$ cat src/rtl/rrc_pkg.sv
package rrc_pkg;
  typedef enum logic [1:0] {
    CS_NORMAL = 2'b00,
    CS_ERROR  = 2'b01,
    CS_RED    = 2'b10
  } core_state_e;

  localparam int NSRC    = 4;
  localparam int SRC_SW  = 0;
  localparam int SRC_WD  = 1;
  localparam int SRC_EXT = 2;
  localparam int SRC_POR = 3;

  // keep only the highest set bit
  function automatic logic [NSRC-1:0] pick_top(input logic [NSRC-1:0] req);
    logic [NSRC-1:0] r;
    r = '0;
    for (int i = 0; i < NSRC; i++)
      if (req[i]) r = NSRC'(1) << i;
    return r;
  endfunction
endpackage

$ cat src/rtl/rrc_req_edge.sv
module rrc_req_edge #(
  parameter int N = 2
) (
  input  logic         clk,
  input  logic         rst_n,
  input  logic [N-1:0] req,
  input  logic         flush,
  input  logic [N-1:0] clr,
  output logic [N-1:0] pend_eff
);
  for (genvar g = 0; g < N; g++) begin : g_src
    logic prev_q, pend_q;
    assign pend_eff[g] = pend_q | (req[g] & ~prev_q);
    always_ff @(posedge clk or negedge rst_n) begin
      if (!rst_n) begin
        prev_q <= 1'b0;
        pend_q <= 1'b0;
      end else begin
        prev_q <= req[g];
        pend_q <= flush ? 1'b0 : (pend_eff[g] & ~clr[g]);
      end
    end
  end
endmodule

$ cat src/rtl/rrc_por_timer.sv
module rrc_por_timer #(
  parameter int HOLD = 16
) (
  input  logic clk,
  input  logic rst_n,
  input  logic req_pwr,
  output logic busy,
  output logic first,
  output logic done
);
  localparam int CW = $clog2(HOLD + 1);
  logic [CW-1:0] cnt_q;

  assign busy  = (cnt_q != '0);
  assign first = req_pwr && !busy;
  assign done  = !req_pwr && (cnt_q == CW'(1));

  always_ff @(posedge clk or negedge rst_n) begin
    if (!rst_n)       cnt_q <= '0;
    else if (req_pwr) cnt_q <= CW'(HOLD);
    else if (busy)    cnt_q <= cnt_q - 1'b1;
  end
endmodule

$ cat src/rtl/rrc_core_fsm.sv
module rrc_core_fsm
  import rrc_pkg::*;
#(
  parameter int TLW = 3
) (
  input  logic           clk,
  input  logic           rst_n,
  input  logic           por_req,
  input  logic           por_hold,
  input  logic           por_done,
  input  logic           trap_evt,
  input  logic [TLW-1:0] trap_lvl,
  input  logic [TLW-1:0] trap_max,
  input  logic           take_ext,
  input  logic           take_wd,
  output core_state_e    state,
  output logic           wd_pend,
  output logic           err_entry
);
  function automatic logic at_last_level(input logic [TLW-1:0] lvl, input logic [TLW-1:0] mx);
    return lvl == TLW'(mx - 1'b1);
  endfunction

  core_state_e nstate;

  assign err_entry = trap_evt && at_last_level(trap_lvl, trap_max) &&
                     (state != CS_ERROR) && !por_req && !por_hold;

  always_comb begin
    nstate = state;
    if (por_req)
      nstate = CS_RED;
    else if (por_hold) begin
      if (por_done) nstate = CS_NORMAL;
    end else begin
      if ((take_ext || take_wd) && state == CS_ERROR) nstate = CS_RED;
      if (err_entry) nstate = CS_ERROR;
    end
  end

  always_ff @(posedge clk or negedge rst_n) begin
    if (!rst_n) begin
      state   <= CS_NORMAL;
      wd_pend <= 1'b0;
    end else begin
      state <= nstate;
      if (por_req || por_hold) wd_pend <= 1'b0;
      else                     wd_pend <= (wd_pend & ~take_wd) | err_entry;
    end
  end
endmodule

$ cat src/rtl/reset_request_ctrl.sv
module reset_request_ctrl
  import rrc_pkg::*;
#(
  parameter int TLW  = 3,
  parameter int HOLD = 16
) (
  input  logic           clk,
  input  logic           rst_n,
  input  logic           req_pwr,
  input  logic           req_ext,
  input  logic           req_sw,
  input  logic           trap_evt,
  input  logic [TLW-1:0] trap_lvl,
  input  logic [TLW-1:0] trap_max,
  output logic           board_rst,
  output logic           core_rst,
  output logic           cancel_pend,
  output logic [1:0]     core_state,
  output logic [3:0]     cause
);
  logic            por_busy, por_first, por_done;
  logic [1:0]      ext_sw_pend;
  logic [1:0]      ext_sw_clr;
  logic            wd_pend, err_entry;
  logic [NSRC-1:0] take;
  logic            core_pulse_q, cancel_q;
  logic [NSRC-1:0] cause_q;
  core_state_e     state;

  rrc_por_timer #(.HOLD(HOLD)) u_timer (
    .clk(clk), .rst_n(rst_n), .req_pwr(req_pwr),
    .busy(por_busy), .first(por_first), .done(por_done)
  );

  // bit 1 external, bit 0 software
  rrc_req_edge #(.N(2)) u_edges (
    .clk(clk), .rst_n(rst_n), .req({req_ext, req_sw}),
    .flush(req_pwr | por_busy), .clr(ext_sw_clr), .pend_eff(ext_sw_pend)
  );

  always_comb begin
    if (req_pwr)       take = NSRC'(1) << SRC_POR;
    else if (por_busy) take = '0;
    else               take = pick_top({1'b0, ext_sw_pend[1], wd_pend, ext_sw_pend[0]});
  end
  assign ext_sw_clr = {take[SRC_EXT], take[SRC_SW]};

  rrc_core_fsm #(.TLW(TLW)) u_fsm (
    .clk(clk), .rst_n(rst_n), .por_req(req_pwr), .por_hold(por_busy),
    .por_done(por_done), .trap_evt(trap_evt), .trap_lvl(trap_lvl),
    .trap_max(trap_max), .take_ext(take[SRC_EXT]), .take_wd(take[SRC_WD]),
    .state(state), .wd_pend(wd_pend), .err_entry(err_entry)
  );

  always_ff @(posedge clk or negedge rst_n) begin
    if (!rst_n) begin
      core_pulse_q <= 1'b0;
      cancel_q     <= 1'b0;
      cause_q      <= '0;
    end else begin
      core_pulse_q <= take[SRC_EXT] | take[SRC_WD] | take[SRC_SW];
      cancel_q     <= por_first | take[SRC_WD];
      if (take != '0) cause_q <= take;
    end
  end

  assign board_rst   = por_busy;
  assign core_rst    = por_busy | core_pulse_q;
  assign cancel_pend = cancel_q;
  assign core_state  = state;
  assign cause       = cause_q;
endmodule

$ cat config.mk
export PLATFORM = sky130hd
export DESIGN_NAME = reset_request_ctrl
export DESIGN_NICKNAME = d
export VERILOG_FILES = /design/src/rtl/rrc_pkg.sv /design/src/rtl/rrc_req_edge.sv /design/src/rtl/rrc_por_timer.sv /design/src/rtl/rrc_core_fsm.sv /design/src/rtl/reset_request_ctrl.sv
export SDC_FILE = /design/constraint.sdc
export NUM_CORES = 1
export LEC_CHECK = 0
export BUFFER_PORTS_ARGS = -buffer_cell sky130_fd_sc_hd__buf_2
export CORE_ASPECT_RATIO = 1.25
export CORE_MARGIN = 2
export CORE_UTILIZATION = 39
export CTS_BUF_LIST = sky130_fd_sc_hd__clkbuf_16
export DETAILED_ROUTE_END_ITERATION = 6
export HOLD_SLACK_MARGIN = 0.08
export SLEW_MARGIN = 10
export SYNTH_ARGS = -nofsm -noshare
export SYNTH_HDL_FRONTEND = slang
export SYNTH_SLANG_ARGS = --single-unit
$ cat constraint.sdc
create_clock -name clk -period 1.9 [get_ports clk]
set_input_delay 0.095 -clock clk [delete_from_list [all_inputs] [get_ports clk]]
set_output_delay 0.095 -clock clk [all_outputs]
set_load 0.03 [all_outputs]
# Word level (Yosys, flattened, before mapping)
# Index checks and enable logic that the tools add are counted.
# Widths: inputs -> output; s select.
# classes
add_sub_neg,2
n_reduce_logical,16
n_eq_ne,5
bitwise,18
muxes,15
# ops
cell,count
$mux 4,4
$mux 2,5
$mux 5,2
$or 1x1->1,8
$reduce_bool 4->1,2
$logic_and 1x1->1,7
$and 1x1->1,5
$eq 5x1->1 const B,1
$not 1->1,5
$reduce_bool 5->1,1
$sub 5x1->5 const B,1
$mux 1,4
$eq 3x3->1,1
$ne 3x2->1 const B,1
$sub 3x1->3 const B,1
$eq 2x1->1 const B,1
$logic_not 1->1,2
$logic_or 1x1->1,2
$ne 2x1->1 const B,1
$reduce_and 2->1,1
$reduce_bool 2->1,1
# word_totals
register_bits,18
out_inout_bits,9
elab_cells,66
in_bits,12

# Longest topological paths before layout
# Gate-level depths: netlist of the first run.
# logic_depth
word_depth,14
depth_mapped,7
ltp_nobuf,6

# Cells and area by module
# From an unflattened synthesis of the first run, not the netlist that was laid out.
# unflattened
hier_cells,90
hier_area_um2,982.2
# modules_own_cells
module,area_each_um2,seq_area_each_um2,instances,cells_per_inst
reset_request_ctrl,310.3,150.1,1,27
rrc_por_timer,285.3,125.1,1,28
rrc_core_fsm,224.0,75.1,1,23
rrc_req_edge,162.7,100.1,1,12

# Least setup slack after synthesis of the first run
# Ideal clock, no wire load.
# synth_path
path_kind,register -> register
start,register u_timer.cnt_q[0]
end,"register cause_q[0], in the netlist cause[0]"
period_less_slack_ns,1.671
setup_time_ns,0.123
arrival_ns,1.548
n_path_buf,1
stages_incl_launch_ff,7
slack_ns,0.229
required_time_ns,1.777
path_cell_list,dfrtp_1 -> inv_1 -> ha_1 -> nor4b_4 -> inv_4 -> buf_6 -> o221a_1
# synth_via
elab_chain_cells,4
# synth_rtl
item,line,text
start: declaration,rrc_por_timer.sv:12,logic [CW-1:0] cnt_q;
start signal: assignment,rrc_por_timer.sv:20,else if (req_pwr) cnt_q <= CW'(HOLD);
start signal: assignment,rrc_por_timer.sv:21,else if (busy) cnt_q <= cnt_q - 1'b1;
$reduce_bool 5->1 *,rrc_por_timer.sv:14,assign busy = (cnt_q != '0);
named net board_rst,reset_request_ctrl.sv:15,"output logic board_rst,"
$mux 4 *,reset_request_ctrl.sv:43,else if (por_busy) take = '0;
$mux 4 *,reset_request_ctrl.sv:42,if (req_pwr) take = NSRC'(1) << SRC_POR;
$reduce_bool 4->1,reset_request_ctrl.sv:63,if (take != '0) cause_q <= take;
end signal: assignment,reset_request_ctrl.sv:63,
end: declaration,reset_request_ctrl.sv:27,logic [NSRC-1:0] cause_q;
# The timed path passes the listed nets; every way through them passes the cells marked *.
# A chain may end at the register's enable or synchronous reset.

# Worst setup path after layout of the first run
# layout_path
start,register u_timer.cnt_q[1]
end,output core_rst
# layout_via
elab_chain_cells,2
# layout_rtl
item,line,text
$reduce_bool 5->1,rrc_por_timer.sv:14,
$or 1x1->1,reset_request_ctrl.sv:68,assign core_rst = por_busy | core_pulse_q;
end: declaration,reset_request_ctrl.sv:16,"output logic core_rst,"
# No other way between the ends.

==> qor.txt, run 1 <==
EDFF count, synth = 0
Crit Path Category = reg2out
Worst VDD drop = 621.4 uV
Gate Count Post-Synth = 85
Sequential fraction of the synthesis area = 0.4979
Ys async rst share = 1.000
Post-synthesis area per instance = 10.64 um2
Final hold vios = 0
Layout cells sized above 1 = 0.2768
Antenna diodes = 0
Reg area = 450.4 um2
Routability cong. = 0.7368
Row count = 19
Synth warnings = 0
Clock Path Buffers = 2
Dominant synthesized flop cell = dfrtp_1
Largest net degree at the start of global routing = 19
RSZ-0062 raised after global routing = no
Die Y = 57.85 um
Peak Freq = 562.0 MHz
# port buffers = 20
Global-route wire length before repair = 3160 um
Gr ovfl total = 0
Critical path's slowest cell = dfrtp_1
Pre-antenna DRT Iters = 4
Top post-synthesis cells by count = 18 x dfrtp_1, 8 x inv_1, 8 x nor2_1
CP Data Required Time = 1.80 ns
Setup TNS = 0 ns
Setup violations, final = 0
Avg Vias per Cell = 5.014
Startpoint types = flop
Root Driver = clkbuf_16
Count leader, synth = dfrtp_1
Placed cell areas = 0.001036 mm2
Vias in the first global route = 722
Netlist Area Pre-Place = 904.6 um2
Overall routing resource usage = 0.1672
Synth Register Bits = 18
Worst r2r src = u_timer.cnt_q[0]
Final Routed Wirelength = 1791 um
1st-iter DRT viols = 11
CP Capture Type = output port
WL/cell = 12.52 um
Reg2reg end = u_timer.cnt_q[3]
Nets = 129
Yosys top cell area share = 0.4979
Static Leak = 0.5201 nW
Syn nets = 101
DIE AREA = 0.002723 mm2
Die width = 47.08 um
Fill count = 214
Compound-Gate Fraction of Synth Area = 0.1701
CP Cell Sequence = inv_1 -> ha_1 -> nor4b_4 -> buf_4 -> or2b_1 -> buf_2
Drc violations = 0
Initial Util = 0.4136
Final min period = 1.780 ns
Hold Path Class = in2reg
Power per cell area = 1237 mW/mm2
Clk slew on worst S/H paths = 0.05 ns
Area delta synth->final = 27.39%
Total of max-cap violations = 0
Ranking of synthesized cells by area = dfrtp_1 50%, ha_1 5.5%, xnor2_1 3.9%
Worst R2R Setup Slack = 0.21 ns
Area leader, netlist = dfrtp_1
TritonCTS buffer count = 3
Clk sink count = 18
Synth Area in XOR/XNOR = 0.05809
Fin crit share = 0.9366
CTS tree = yes
Crit Path Max Fanout = 5
Post-DP HPWL = 1266 um
Hold EP = u_timer.cnt_q[2]
Simple-Gate Fraction of Synth Area = 0.1577
Mux cell area share after synthesis = 0
Post-layout instance area = 0.001152 mm2
Io pins = 21
Post-synth cell types = 31
Hold Crit Start = req_pwr
Clk Latency, worst-skew pair = 0.25 ns
Max Slew Vio Count = 0
Area of the core = 0.002187 mm2
Initial antenna violation count = 0
Synth Area in Adders = 0.05533
Status = finished, final reports clean
Final antenna-violating net count = 0
Multi-input logic area = 402.9 um2
Largest family of logic cells by synthesized area = compound AO/OA/AOI/OAI gates
Max H-tree Level = 1
Critical Path Max Stage Delay = 0.39 ns
Worst EP arrival = 1.68 ns
Vias = 717
Final setup skew = 0.002327 ns
FF-to-FF path depth = 8
Hold Crit Depth = 2
==> cells by family after synthesis <==
logic type      count (synthesis)
simple gates                   23
fa+ha+maj                       4
xor+xnor                        6
flops                          18
other cells                     1
buf+inv                        11
compound gates                 22
==> through the flow <==
stage	cells	power (mW)	util	hold slack, ns	setup WS [ns]
2_1_floorplan	85	0.8756	-	-0.2006	0.2286
3_3_place_gp	135	0.9776	0.4737	0.04550	0.2522
3_5_place_dp	135	0.9914	0.4737	0.05154	0.2244
4_1_cts	142	1.430	0.5235	0.2042	0.05082
5_1_grt	143	1.518	0.5269	0.2547	0.03131
6_report	143	1.426	0.5269	0.2056	0.1205
==> layout make-up <==
cell class / instances / share of cell area
Sequential cell: 18 / 0.3909
Multi-Input combinational cell: 56 / 0.3496
Timing Repair Buffer: 25 / 0.1259
Clock buffer: 3 / 0.06515
Tap cell: 31 / 0.03366
Inverter: 9 / 0.03149
Clock inverter: 1 / 0.003257
==> power breakdown <==
part / switching [mW] / total (mW) / internal [mW]
Combinational: 0.265 / 0.466 / 0.202
Sequential: 0.0781 / 0.531 / 0.453
Clock: 0.148 / 0.428 / 0.280
Total: 0.491 / 1.43 / 0.935
==> worst max path at each step <==
| stage | cells past startpoint | startpoint | end |
|---|---|---|---|
| finish | 6 | u_timer.cnt_q[1] | core_rst |
| global route | 6 | u_timer.cnt_q[1] | core_rst |
| CTS | 5 | u_timer.cnt_q[0] | core_rst |
| detailed placement | 6 | u_timer.cnt_q[0] | cause[3] |
| global placement | 6 | u_timer.cnt_q[0] | u_fsm.state[0] |
| floorplan | 6 | u_timer.cnt_q[0] | cause[0] |
==> cell usage in the layout, fill, tap and decap left out, drive strengths merged <==
| master | n |
|---|---|
| buf | 22 |
| dfrtp | 18 |
| inv | 9 |
| nor2 | 8 |
| a21oi | 6 |
| o21ai | 5 |
| nor3 | 4 |
| xnor2 | 4 |
| ha | 4 |
| a211oi | 4 |
| clkbuf | 3 |
| dlygate4sd3 | 3 |
| nor2b | 2 |
| xor2 | 2 |
| nand3 | 2 |
| nor4b | 2 |
| nor4 | 2 |
| or2b | 1 |
| nand2 | 1 |
| o31ai | 1 |
| o32ai | 1 |
| a2111oi | 1 |
| or3 | 1 |
| a211o | 1 |
| o2bb2ai | 1 |
| a311o | 1 |
| o221a | 1 |
| clkinv | 1 |
| conb | 1 |
==> state kept, by name (all words and copies together) (netlist names) <==
signal,count
u_timer.cnt_q,5
cause,4
u_edges.g_src.pend_q,2
u_edges.g_src.prev_q,2
u_fsm.state,2
cancel_pend,1
core_pulse_q,1
u_fsm.wd_pend,1
==> routing by layer <==
metal,track usage,vias to the layer above,part of all wire
met4,0.1310,0,0.040
met2,0.2485,25,0.47
li1,-,352,-
met5,0,-,0
met1,0.2129,335,0.45
met3,0.01869,5,0.045
==> worst max-delay path: cells and delay by family (launching register included) <==
family	cells	cell delay (ns)
buf+inv	3	0.45
simple gates	2	0.41
flops	1	0.39
fa+ha+maj	1	0.19
==> what timing repair did <==
item | in CTS | in global routing
buffers inserted | 0 | 1
endpoints found under the hold margin | 20 | 0
endpoints found under the setup margin | 0 | 4
hold buffers | 3 | 0
resized for setup | 0 | 1
No activity file was read; power rests on OpenSTA's default activity.
==> run 2, diff against run 1 <==
--- a/config.mk
+++ b/config.mk
@@ -8,10 +8,11 @@
 export BUFFER_PORTS_ARGS = -buffer_cell sky130_fd_sc_hd__buf_2
 export CORE_ASPECT_RATIO = 1.25
 export CORE_MARGIN = 2
-export CORE_UTILIZATION = 39
+export CORE_UTILIZATION = 47
 export CTS_BUF_LIST = sky130_fd_sc_hd__clkbuf_16
 export DETAILED_ROUTE_END_ITERATION = 6
 export HOLD_SLACK_MARGIN = 0.08
+export PLACE_DENSITY = 0.71
 export SLEW_MARGIN = 10
 export SYNTH_ARGS = -nofsm -noshare
 export SYNTH_HDL_FRONTEND = slang
==> qor.txt, run 2 (same netlist as run 1, synthesis figures left out) <==
Worst setup startpoint = u_timer.cnt_q[0]
WP buf/inv = 3
Vias in the first global route = 744
Root Driver = clkbuf_16
WL/cell = 13.88 um
Hold Crit Depth = 2
Initial Util = 0.5063
CTS tree = yes
Fin crit share = 0.9185
Layout cells sized above 1 = 0.2743
Final hold vios = 0
Flip-flop count of the largest register after layout = 5
Largest net degree at the start of global routing = 19
Routability cong. = 0.8370
Most common cell on crit path = buf_4
Static Leak = 0.5260 nW
Critical Path Max Stage Delay = 0.37 ns
DIE AREA = 0.002294 mm2
Avg Vias per Cell = 5.439
Status = finished, final reports clean
Max H-tree Level = 1
Critical path's slowest cell = dfrtp_1
Hold Path Class = in2reg
Worst EP arrival = 1.87 ns
# port buffers = 20
Final antenna-violating net count = 0
Most frequent cells in the layout = 20 x buf_2, 18 x dfrtp_1, 8 x inv_1, 8 x nor2_1, 6 x a21oi_1
TritonCTS buffer count = 3
Clk sink count = 18
Final Routed Wirelength = 1832 um
Final setup skew = 0.001543 ns
Die width = 43.24 um
Overall routing resource usage = 0.1886
Pre-antenna DRT Iters = 4
CP Cell Sequence = inv_1 -> ha_1 -> nor4b_4 -> buf_4 -> buf_4 -> nor4_1 -> xnor2_1 -> nor2_1
Io pins = 21
Initial antenna violation count = 0
Most common library cell in the layout ignoring fill and taps = buf_2
Critical Path End = u_timer.cnt_q[3]
Area delta synth->final = 26.56%
Antenna diodes = 0
Peak Freq = 573.0 MHz
Worst R2R Setup Slack = 0.15 ns
Setup violations, final = 0
CP Capture Type = flop
Power per cell area = 1246 mW/mm2
Post-CTS resize count = 0
Clk slew on worst S/H paths = 0.05 ns
Vias = 718
Row count = 17
Crit Path Category = reg2reg
Gr ovfl total = 0
CP top delay family = simple AND/OR/NAND/NOR gates
Hold Crit Start = req_pwr
Area of the core = 0.001787 mm2
Reg2reg end = u_timer.cnt_q[3]
Setup TNS = 0 ns
Pre-CTS WS = 0.1437 ns
RSZ-0062 raised after global routing = no
Die Y = 53.05 um
Final min period = 1.745 ns
Nets = 130
Clock Path Buffers = 2
Worst setup margin = 0.1549 ns
Max Slew Vio Count = 0
Post-DP HPWL = 1296 um
Worst VDD drop = 728.6 uV
Drc violations = 0
Critical Path Stages = 8
Largest register by flop count = u_timer.cnt_q
Worst r2r src = u_timer.cnt_q[0]
FF-to-FF path depth = 8
Startpoint types = flop
Clk Latency, worst-skew pair = 0.25 ns
Total of max-cap violations = 0
Global-route wire length before repair = 3187 um
1st-iter DRT viols = 8
CP Data Required Time = 2.02 ns
Crit Path Max Fanout = 3
run 2: changes by cell type in the layout (fill, tap and decap cells not counted):
cell and delta:
inv_2 -1, inv_1 +1, buf_4 +1
run 2: worst min-delay path by stage:
| stage | end | slack [ns] |
|---|---|---|
| floorplan | cancel_pend | -0.20 |
| global placement | cause[1] | 0.03 |
| detailed placement | cause[0] | 0.04 |
| CTS | u_timer.cnt_q[2] | 0.21 |
| global route | u_timer.cnt_q[2] | 0.22 |
| finish | u_timer.cnt_q[2] | 0.22 |
run 2: power breakdown:
part / total (mW) / switching [mW] / internal (mW)
Combinational: 0.476 / 0.268 / 0.208
Sequential: 0.533 / 0.0797 / 0.453
Clock: 0.417 / 0.138 / 0.279
run 2: per-stage QoR:
stage	util	area (um2)	hold slack (ns)	cells	total power, mW
3_3_place_gp	0.5714	1021	0.03396	123	0.9753
6_report	0.6408	1145	0.2174	132	1.426
3_5_place_dp	0.5714	1021	0.04107	123	0.9894
2_1_floorplan	-	904.6	-0.2006	85	0.8756
5_1_grt	0.6408	1145	0.2197	132	1.505
4_1_cts	0.6408	1145	0.2084	132	1.429
run 2: cell type report:
class | instances | area [um2]
Fill cell | 152 | 641.9
Clock buffer | 3 | 75.07
Sequential cell | 18 | 450.4
Tap cell | 19 | 23.77
Clock inverter | 1 | 3.754
Timing Repair Buffer | 26 | 152.6
Inverter | 9 | 36.28
Multi-Input combinational cell | 56 | 402.9
run 2: timing repair:
item	in CTS	in global routing
endpoints found under the hold margin	20	0
hold buffers	3	0
buffers inserted	2	0
endpoints found under the setup margin	1	0
run 2: worst reg2reg max path: stages (launching register included):
cell and delay (ns):
dfrtp_1 0.37, inv_1 0.09, ha_1 0.24, nor4b_4 0.14
buf_4 0.16, buf_4 0.14, nor4_1 0.27, xnor2_1 0.16
nor2_1 0.05
run 2: routing by layer:
layer / vias up / routed length (um) / global-route usage
met5: - / 0 / 0
met1: 344 / 781 / 0.2169
met2: 15 / 981 / 0.3383
met3: 2 / 58 / 0.04096
met4: 0 / 10 / 0.07071
li1: 357 / - / -
